$ cat src/rtl/bb_pkg.sv
package bb_pkg;
  localparam int NUM_REGS = 4;
  localparam int BYTE_W   = 8;
  localparam int WORD_W   = 2 * BYTE_W;

  typedef enum logic [1:0] {
    SEL_CNT  = 2'd0,
    SEL_CMP0 = 2'd1,
    SEL_CMP1 = 2'd2,
    SEL_CAP  = 2'd3
  } reg_sel_e;

  // registers whose high byte is frozen by a low-byte read
  function automatic logic is_snapshot_reg(input reg_sel_e sel);
    return (sel == SEL_CNT) || (sel == SEL_CAP);
  endfunction

  function automatic logic [WORD_W-1:0] join_word(input logic [BYTE_W-1:0] hi,
                                                  input logic [BYTE_W-1:0] lo);
    return {hi, lo};
  endfunction

  function automatic logic [BYTE_W-1:0] pick_byte(input logic [WORD_W-1:0] w,
                                                  input logic hi);
    return hi ? w[WORD_W-1:BYTE_W] : w[BYTE_W-1:0];
  endfunction
endpackage

$ cat src/rtl/bb_decode.sv
module bb_decode
  import bb_pkg::*;
#(
  parameter int ADDR_W = 4
) (
  input  logic [ADDR_W-1:0] addr,
  input  logic              rd,
  input  logic              wr,
  output reg_sel_e          sel,
  output logic              is_hi,
  output logic              mapped,
  output logic              hi_wr_evt,
  output logic              lo_wr_evt,
  output logic              snap_evt
);
  localparam int MAP_BYTES = 2 * NUM_REGS;

  always_comb begin
    sel       = reg_sel_e'(addr[2:1]);
    is_hi     = addr[0];
    mapped    = (int'(addr) < MAP_BYTES);
    hi_wr_evt = wr && mapped && is_hi;
    lo_wr_evt = wr && mapped && !is_hi;
    snap_evt  = rd && mapped && !is_hi && is_snapshot_reg(sel);
  end
endmodule

$ cat src/rtl/bb_hold.sv
module bb_hold
  import bb_pkg::*;
(
  input  logic              clk,
  input  logic              rst_n,
  input  logic              load_en,
  input  logic [BYTE_W-1:0] load_byte,
  input  logic              snap_en,
  input  logic [BYTE_W-1:0] snap_byte,
  output logic [BYTE_W-1:0] hold_q
);
  always_ff @(posedge clk) begin
    if (!rst_n)       hold_q <= '0;
    else if (load_en) hold_q <= load_byte;
    else if (snap_en) hold_q <= snap_byte;
  end

  assert_hold_idle_R9: assert property (@(posedge clk) disable iff (!rst_n)
    !(load_en || snap_en) |=> $stable(hold_q));
  assert_hold_load_R2: assert property (@(posedge clk) disable iff (!rst_n)
    load_en |=> hold_q == $past(load_byte));
  assert_hold_snap_R4: assert property (@(posedge clk) disable iff (!rst_n)
    (snap_en && !load_en) |=> hold_q == $past(snap_byte));
endmodule

$ cat src/rtl/bb_rdmux.sv
module bb_rdmux
  import bb_pkg::*;
(
  input  logic              rd,
  input  reg_sel_e          sel,
  input  logic              is_hi,
  input  logic              mapped,
  input  logic [WORD_W-1:0] vals [NUM_REGS],
  input  logic [BYTE_W-1:0] hold_q,
  output logic [BYTE_W-1:0] rdata
);
  always_comb begin
    rdata = '0;
    if (rd && mapped) begin
      if (is_hi && is_snapshot_reg(sel)) rdata = hold_q;
      else                               rdata = pick_byte(vals[sel], is_hi);
    end
  end
endmodule

$ cat src/rtl/wide_reg_byte_bridge.sv
module wide_reg_byte_bridge
  import bb_pkg::*;
#(
  parameter int ADDR_W = 4
) (
  input  logic              clk,
  input  logic              rst_n,
  input  logic [ADDR_W-1:0] bus_addr,
  input  logic              bus_wr,
  input  logic              bus_rd,
  input  logic [7:0]        bus_wdata,
  output logic [7:0]        bus_rdata,
  input  logic [15:0]       cnt_val,
  input  logic [15:0]       cmp0_val,
  input  logic [15:0]       cmp1_val,
  input  logic [15:0]       cap_val,
  output logic [15:0]       wr_value,
  output logic              cnt_commit,
  output logic              cmp0_commit,
  output logic              cmp1_commit,
  output logic              cap_commit
);
  reg_sel_e          sel;
  logic              is_hi, mapped, hi_wr_evt, lo_wr_evt, snap_evt;
  logic [BYTE_W-1:0] hold_q;
  logic [WORD_W-1:0] vals [NUM_REGS];
  logic [NUM_REGS-1:0] commit_vec;

  assign vals[SEL_CNT]  = cnt_val;
  assign vals[SEL_CMP0] = cmp0_val;
  assign vals[SEL_CMP1] = cmp1_val;
  assign vals[SEL_CAP]  = cap_val;

  bb_decode #(.ADDR_W(ADDR_W)) u_dec (
    .addr(bus_addr), .rd(bus_rd), .wr(bus_wr), .sel(sel), .is_hi(is_hi),
    .mapped(mapped), .hi_wr_evt(hi_wr_evt), .lo_wr_evt(lo_wr_evt), .snap_evt(snap_evt)
  );

  bb_hold u_hold (
    .clk(clk), .rst_n(rst_n), .load_en(hi_wr_evt), .load_byte(bus_wdata),
    .snap_en(snap_evt), .snap_byte(pick_byte(vals[sel], 1'b1)), .hold_q(hold_q)
  );

  bb_rdmux u_rd (
    .rd(bus_rd), .sel(sel), .is_hi(is_hi), .mapped(mapped), .vals(vals),
    .hold_q(hold_q), .rdata(bus_rdata)
  );

  assign wr_value = join_word(hold_q, bus_wdata);

  for (genvar g = 0; g < NUM_REGS; g++) begin : g_commit
    assign commit_vec[g] = lo_wr_evt && (int'(sel) == g);
  end

  assign cnt_commit  = commit_vec[SEL_CNT];
  assign cmp0_commit = commit_vec[SEL_CMP0];
  assign cmp1_commit = commit_vec[SEL_CMP1];
  assign cap_commit  = commit_vec[SEL_CAP];

  assert_rd_wr_exclusive_R8: assert property (@(posedge clk) disable iff (!rst_n)
    !(bus_rd && bus_wr));
  assert_unmapped_quiet_R8: assert property (@(posedge clk) disable iff (!rst_n)
    (!mapped) |-> (bus_rdata == 8'h00 &&
                   !(cnt_commit || cmp0_commit || cmp1_commit || cap_commit)));
  assert_commit_single_R3: assert property (@(posedge clk) disable iff (!rst_n)
    $onehot0({cnt_commit, cmp0_commit, cmp1_commit, cap_commit}));
  assert_hi_write_no_commit_R2: assert property (@(posedge clk) disable iff (!rst_n)
    (bus_wr && bus_addr[0]) |->
      !(cnt_commit || cmp0_commit || cmp1_commit || cap_commit));
  assert_commit_high_byte_R3: assert property (@(posedge clk) disable iff (!rst_n)
    ($past(hi_wr_evt) && (cnt_commit || cmp0_commit || cmp1_commit || cap_commit))
      |-> wr_value[15:8] == $past(bus_wdata));
  assert_idle_rdata_R10: assert property (@(posedge clk) disable iff (!rst_n)
    !bus_rd |-> bus_rdata == 8'h00);
endmodule

$ cat config.mk
export PLATFORM = sky130hd
export DESIGN_NAME = wide_reg_byte_bridge
export DESIGN_NICKNAME = d
export VERILOG_FILES = /design/src/rtl/bb_pkg.sv /design/src/rtl/bb_decode.sv /design/src/rtl/bb_hold.sv /design/src/rtl/bb_rdmux.sv /design/src/rtl/wide_reg_byte_bridge.sv
export SDC_FILE = /design/constraint.sdc
export NUM_CORES = 1
export LEC_CHECK = 0
export BUFFER_PORTS_ARGS = -buffer_cell sky130_fd_sc_hd__buf_2
export CAP_MARGIN = 20
export CORE_ASPECT_RATIO = 2
export CORE_UTILIZATION = 44
export DETAILED_ROUTE_END_ITERATION = 12
export GPL_TIMING_DRIVEN = 0
export PLACE_DENSITY = 0.87
export SYNTH_ARGS = -nofsm -noshare
export SYNTH_HDL_FRONTEND = slang
export SYNTH_HIERARCHICAL = 1
export SYNTH_SLANG_ARGS = --single-unit
$ cat constraint.sdc
create_clock -name clk -period 4.75 [get_ports clk]
set_clock_uncertainty 0.05 [all_clocks]
set_input_delay 0.95 -clock clk [delete_from_list [all_inputs] [get_ports clk]]
set_output_delay 0.95 -clock clk [all_outputs]
set_load 0.01 [all_outputs]
==> run_results.csv <==
group,metric,value,unit
status,status,"finished, final reports clean",
final_layout,area_growth,42.4,%
pwr,power_leakage,1.18,nW
timing,max_slew_margin,65.7,%
critical_path,cp.required,3750,ps
logic_synthesis,synth_top_family_by_area,"multiplexers",
logic_synthesis,synthMuxAreaShare,43.7,%
floorplanning,dieArea,0.00352,mm²
detailed_routing,wl_per_cell,15.4,µm
hold_path,whs_path_depth,2,
grt,grt_max_degree,11,
critical_path,crit_path_end_kind,"output port",
detailed_routing,drc,0,
floorplanning,fp.dieW,42.4,µm
critical_path,path_max_fanout,10,
final_layout,drive_above_1_share,63.6,%
detailed_routing,drt_pass1_iterations,4,
run,maxCapViolCount,0,
critical_path,worst-endpoint-arrival,2180,ps
timing,period_share,66.9,%
clocking,htree_levels,1,
pwr,ir_drop,169,µV
placement,dp_hpwl,3600,µm
pwr,powerDensity,155,mW/mm²
hold_path,hold_end,"u_hold/hold_q[3]$_SDFFE_PN0P_",
logic_synthesis,synth_top_area_cell,"mux2i_1",
timing,report.final.hold_viol_count,0,
logic_synthesis,ys_types,27,
floorplanning,die_h,82.9,µm
logic_synthesis,syn-instance-count,133,
detailed_routing,routed-wl-met2,2490,µm
clocking,root_buffer,"clkbuf_8",
grt,grt_pass1_vias,1519,
logic_synthesis,synth.area.top_cells,"mux2i_1 (22%), dfxtp_1 (11%), a22o_1 (9.7%)",
critical_path,reg2reg_depth,2,
logic_synthesis,synth_edf_count,0,
placement,routabilityCongestion,0.839,
floorplanning,rows,29,
grt,grt_usage,24.1,%
clocking,cts_buffers,3,
logic_synthesis,synth_compound_area_share,15.3,%
hold_path,min_path_type,"reg2reg",
final_layout,antenna_cells,0,
critical_path,path_class,"in2out",
final_layout,top_regs,"u_hold/hold_q: 8 flops",
logic_synthesis,synth_top_flop_cell,"dfxtp_1",
logic_synthesis,ys_top_cells_by_count,"mux2i_1 (32), a22o_1 (16), buf_4 (11)",
clocking,clock-sinks,8,
logic_synthesis,synth.most_common_cell,"mux2i_1",
timing,slew_violations,0,
timing,fin_crit,3180,ps
timing,clock.fmax,0.315,GHz
logic_synthesis,synth_area,0.00144,mm²
final_layout,regArea,160,µm²
hold_path,min-delay-start,"u_hold/hold_q[3]$_SDFFE_PN0P_",
detailed_routing,wl_met1,1360,µm
clocking,clockBufferDepth,2,
critical_path,rr_endpoint,"u_hold/hold_q[5]$_SDFFE_PN0P_",
detailed_routing,top_layer_used,"met4",
logic_synthesis,ys_seq_area_share,11.1,%
floorplanning,start_util,45.6,%
clocking,cts.clk_slew.worst_paths,40,ps
final_layout,fin_util,64.9,%
final_layout,regMostFlops,"u_hold/hold_q",
timing,tightest_slew,512,ps
grt,gr-total-overflow,0,
final_layout,fillers,269,
floorplanning,io_pins,108,
clocking,cts_hold_buf,0,
final_layout,nets,324,
timing,setup-violations-final,0,
clocking,cts_tree,"done",
floorplanning,core_area,0.00316,mm²
logic_synthesis,syn_nets,213,
grt,grt_pass1_wl,6610,µm
detailed_routing,vias_per_cell,5.45,
logic_synthesis,synthArstFlopShare,0,%
logic_synthesis,ys_seq_elements,8,
critical_path,start_kind,"input pin",
logic_synthesis,synth-simple-area-share,16.0,%
logic_synthesis,avgSynthCellArea,10.8,µm²
grt,antenna_found_initial,0,
logic_synthesis,synth.top_cell.area_share,22.3,%
detailed_routing,ant_nets,0,
timing,rsz0062_at_grt,"no",
clocking,worstSkewPairLatency,230,ps
placement,port_buffers,106,
logic_synthesis,synthXorXnorAreaFrac,0.609,%
final_layout,multiInputGateArea,0.00109,mm²
critical_path,r2r_start,"u_hold/hold_q[5]$_SDFFE_PN0P_",
logic_synthesis,synth_warnings,6,
critical_path,r2r_slack,3770,ps
detailed_routing,drt-total-wl,4200,µm
final_layout,largest_reg_flops,8,
clocking,cts_resized,0,
detailed_routing,wl_met3,254,µm
logic_synthesis,yosys.area_share.adder,0,%
timing,fin_setup_tns,0,ps
detailed_routing,vias,1487,
clocking,cts_setup_buffers,0,
detailed_routing,first_iter_violations,12,
[how the worst max path moves through the flow]
| stage | startpoint | to |
|---|---|---|
| after floorplan | bus_addr[2] | bus_rdata[0] |
| after global placement | bus_addr[2] | bus_rdata[3] |
| after detailed placement | bus_addr[2] | bus_rdata[3] |
| after CTS | bus_addr[2] | bus_rdata[3] |
| after global routing | bus_addr[2] | bus_rdata[3] |
| final | bus_addr[2] | bus_rdata[3] |
[report_power, final]
part	internal, mW	total, mW	switching [mW]
logic	0.0923	0.160	0.0680
clock network	0.0549	0.0818	0.0269
registers	0.0721	0.0763	0.00422
[per-stage QoR]
step | hold slack (ps) | cells | area [µm²] | power [mW] | worst slack (ps)
2_1_floorplan | 643 | 133 | 1440 | 0.176 | 1850
3_3_place_gp | 588 | 270 | 2010 | 0.234 | 1590
3_5_place_dp | 595 | 270 | 2010 | 0.238 | 1560
4_1_cts | 604 | 273 | 2050 | 0.322 | 1560
5_1_grt | 630 | 273 | 2050 | 0.337 | 1490
6_report | 604 | 273 | 2050 | 0.318 | 1570
[layout by cell type, fill, tap and decap left out, drive strengths merged, types with 2 or more instances in the layout]
cell type / n
nor2b: 2
mux4: 8
and3: 2
nor3: 8
clkbuf: 4
buf: 128
a22o: 16
mux2i: 32
mux2: 8
nor3b: 2
o211a: 8
or2b: 8
and3b: 2
dfxtp: 8
[area by class of cell]
| class | count | share of cell area (%) |
|---|---|---|
| Timing Repair Buffer | 106 | 25.9 |
| Multi-Input combinational cell | 101 | 53.1 |
| Inverter | 1 | 0.183 |
| Tap cell | 31 | 1.89 |
| Clock buffer | 3 | 2.01 |
| Sequential cell | 8 | 7.81 |
| Buffer | 23 | 9.16 |
[worst max-delay path, stage by stage]
cell and delay, ps:
buf_2 110, buf_4 140, buf_6 130, buf_12 150
mux2i_1 120, a22o_1 250, nor3_2 170, buf_2 160
[layer usage]
metal,vias up,global-route usage (%)
met4,0,9.09
met3,13,3.48
met2,79,48.4
met1,665,22.6
li1,730,-
met5,-,0
[cells by family after synthesis]
family	after synthesis
flops	8
compound gates	24
simple gates	28
mux	48
buf+inv	24
xor+xnor	1
(Power assumes the default switching activity.)
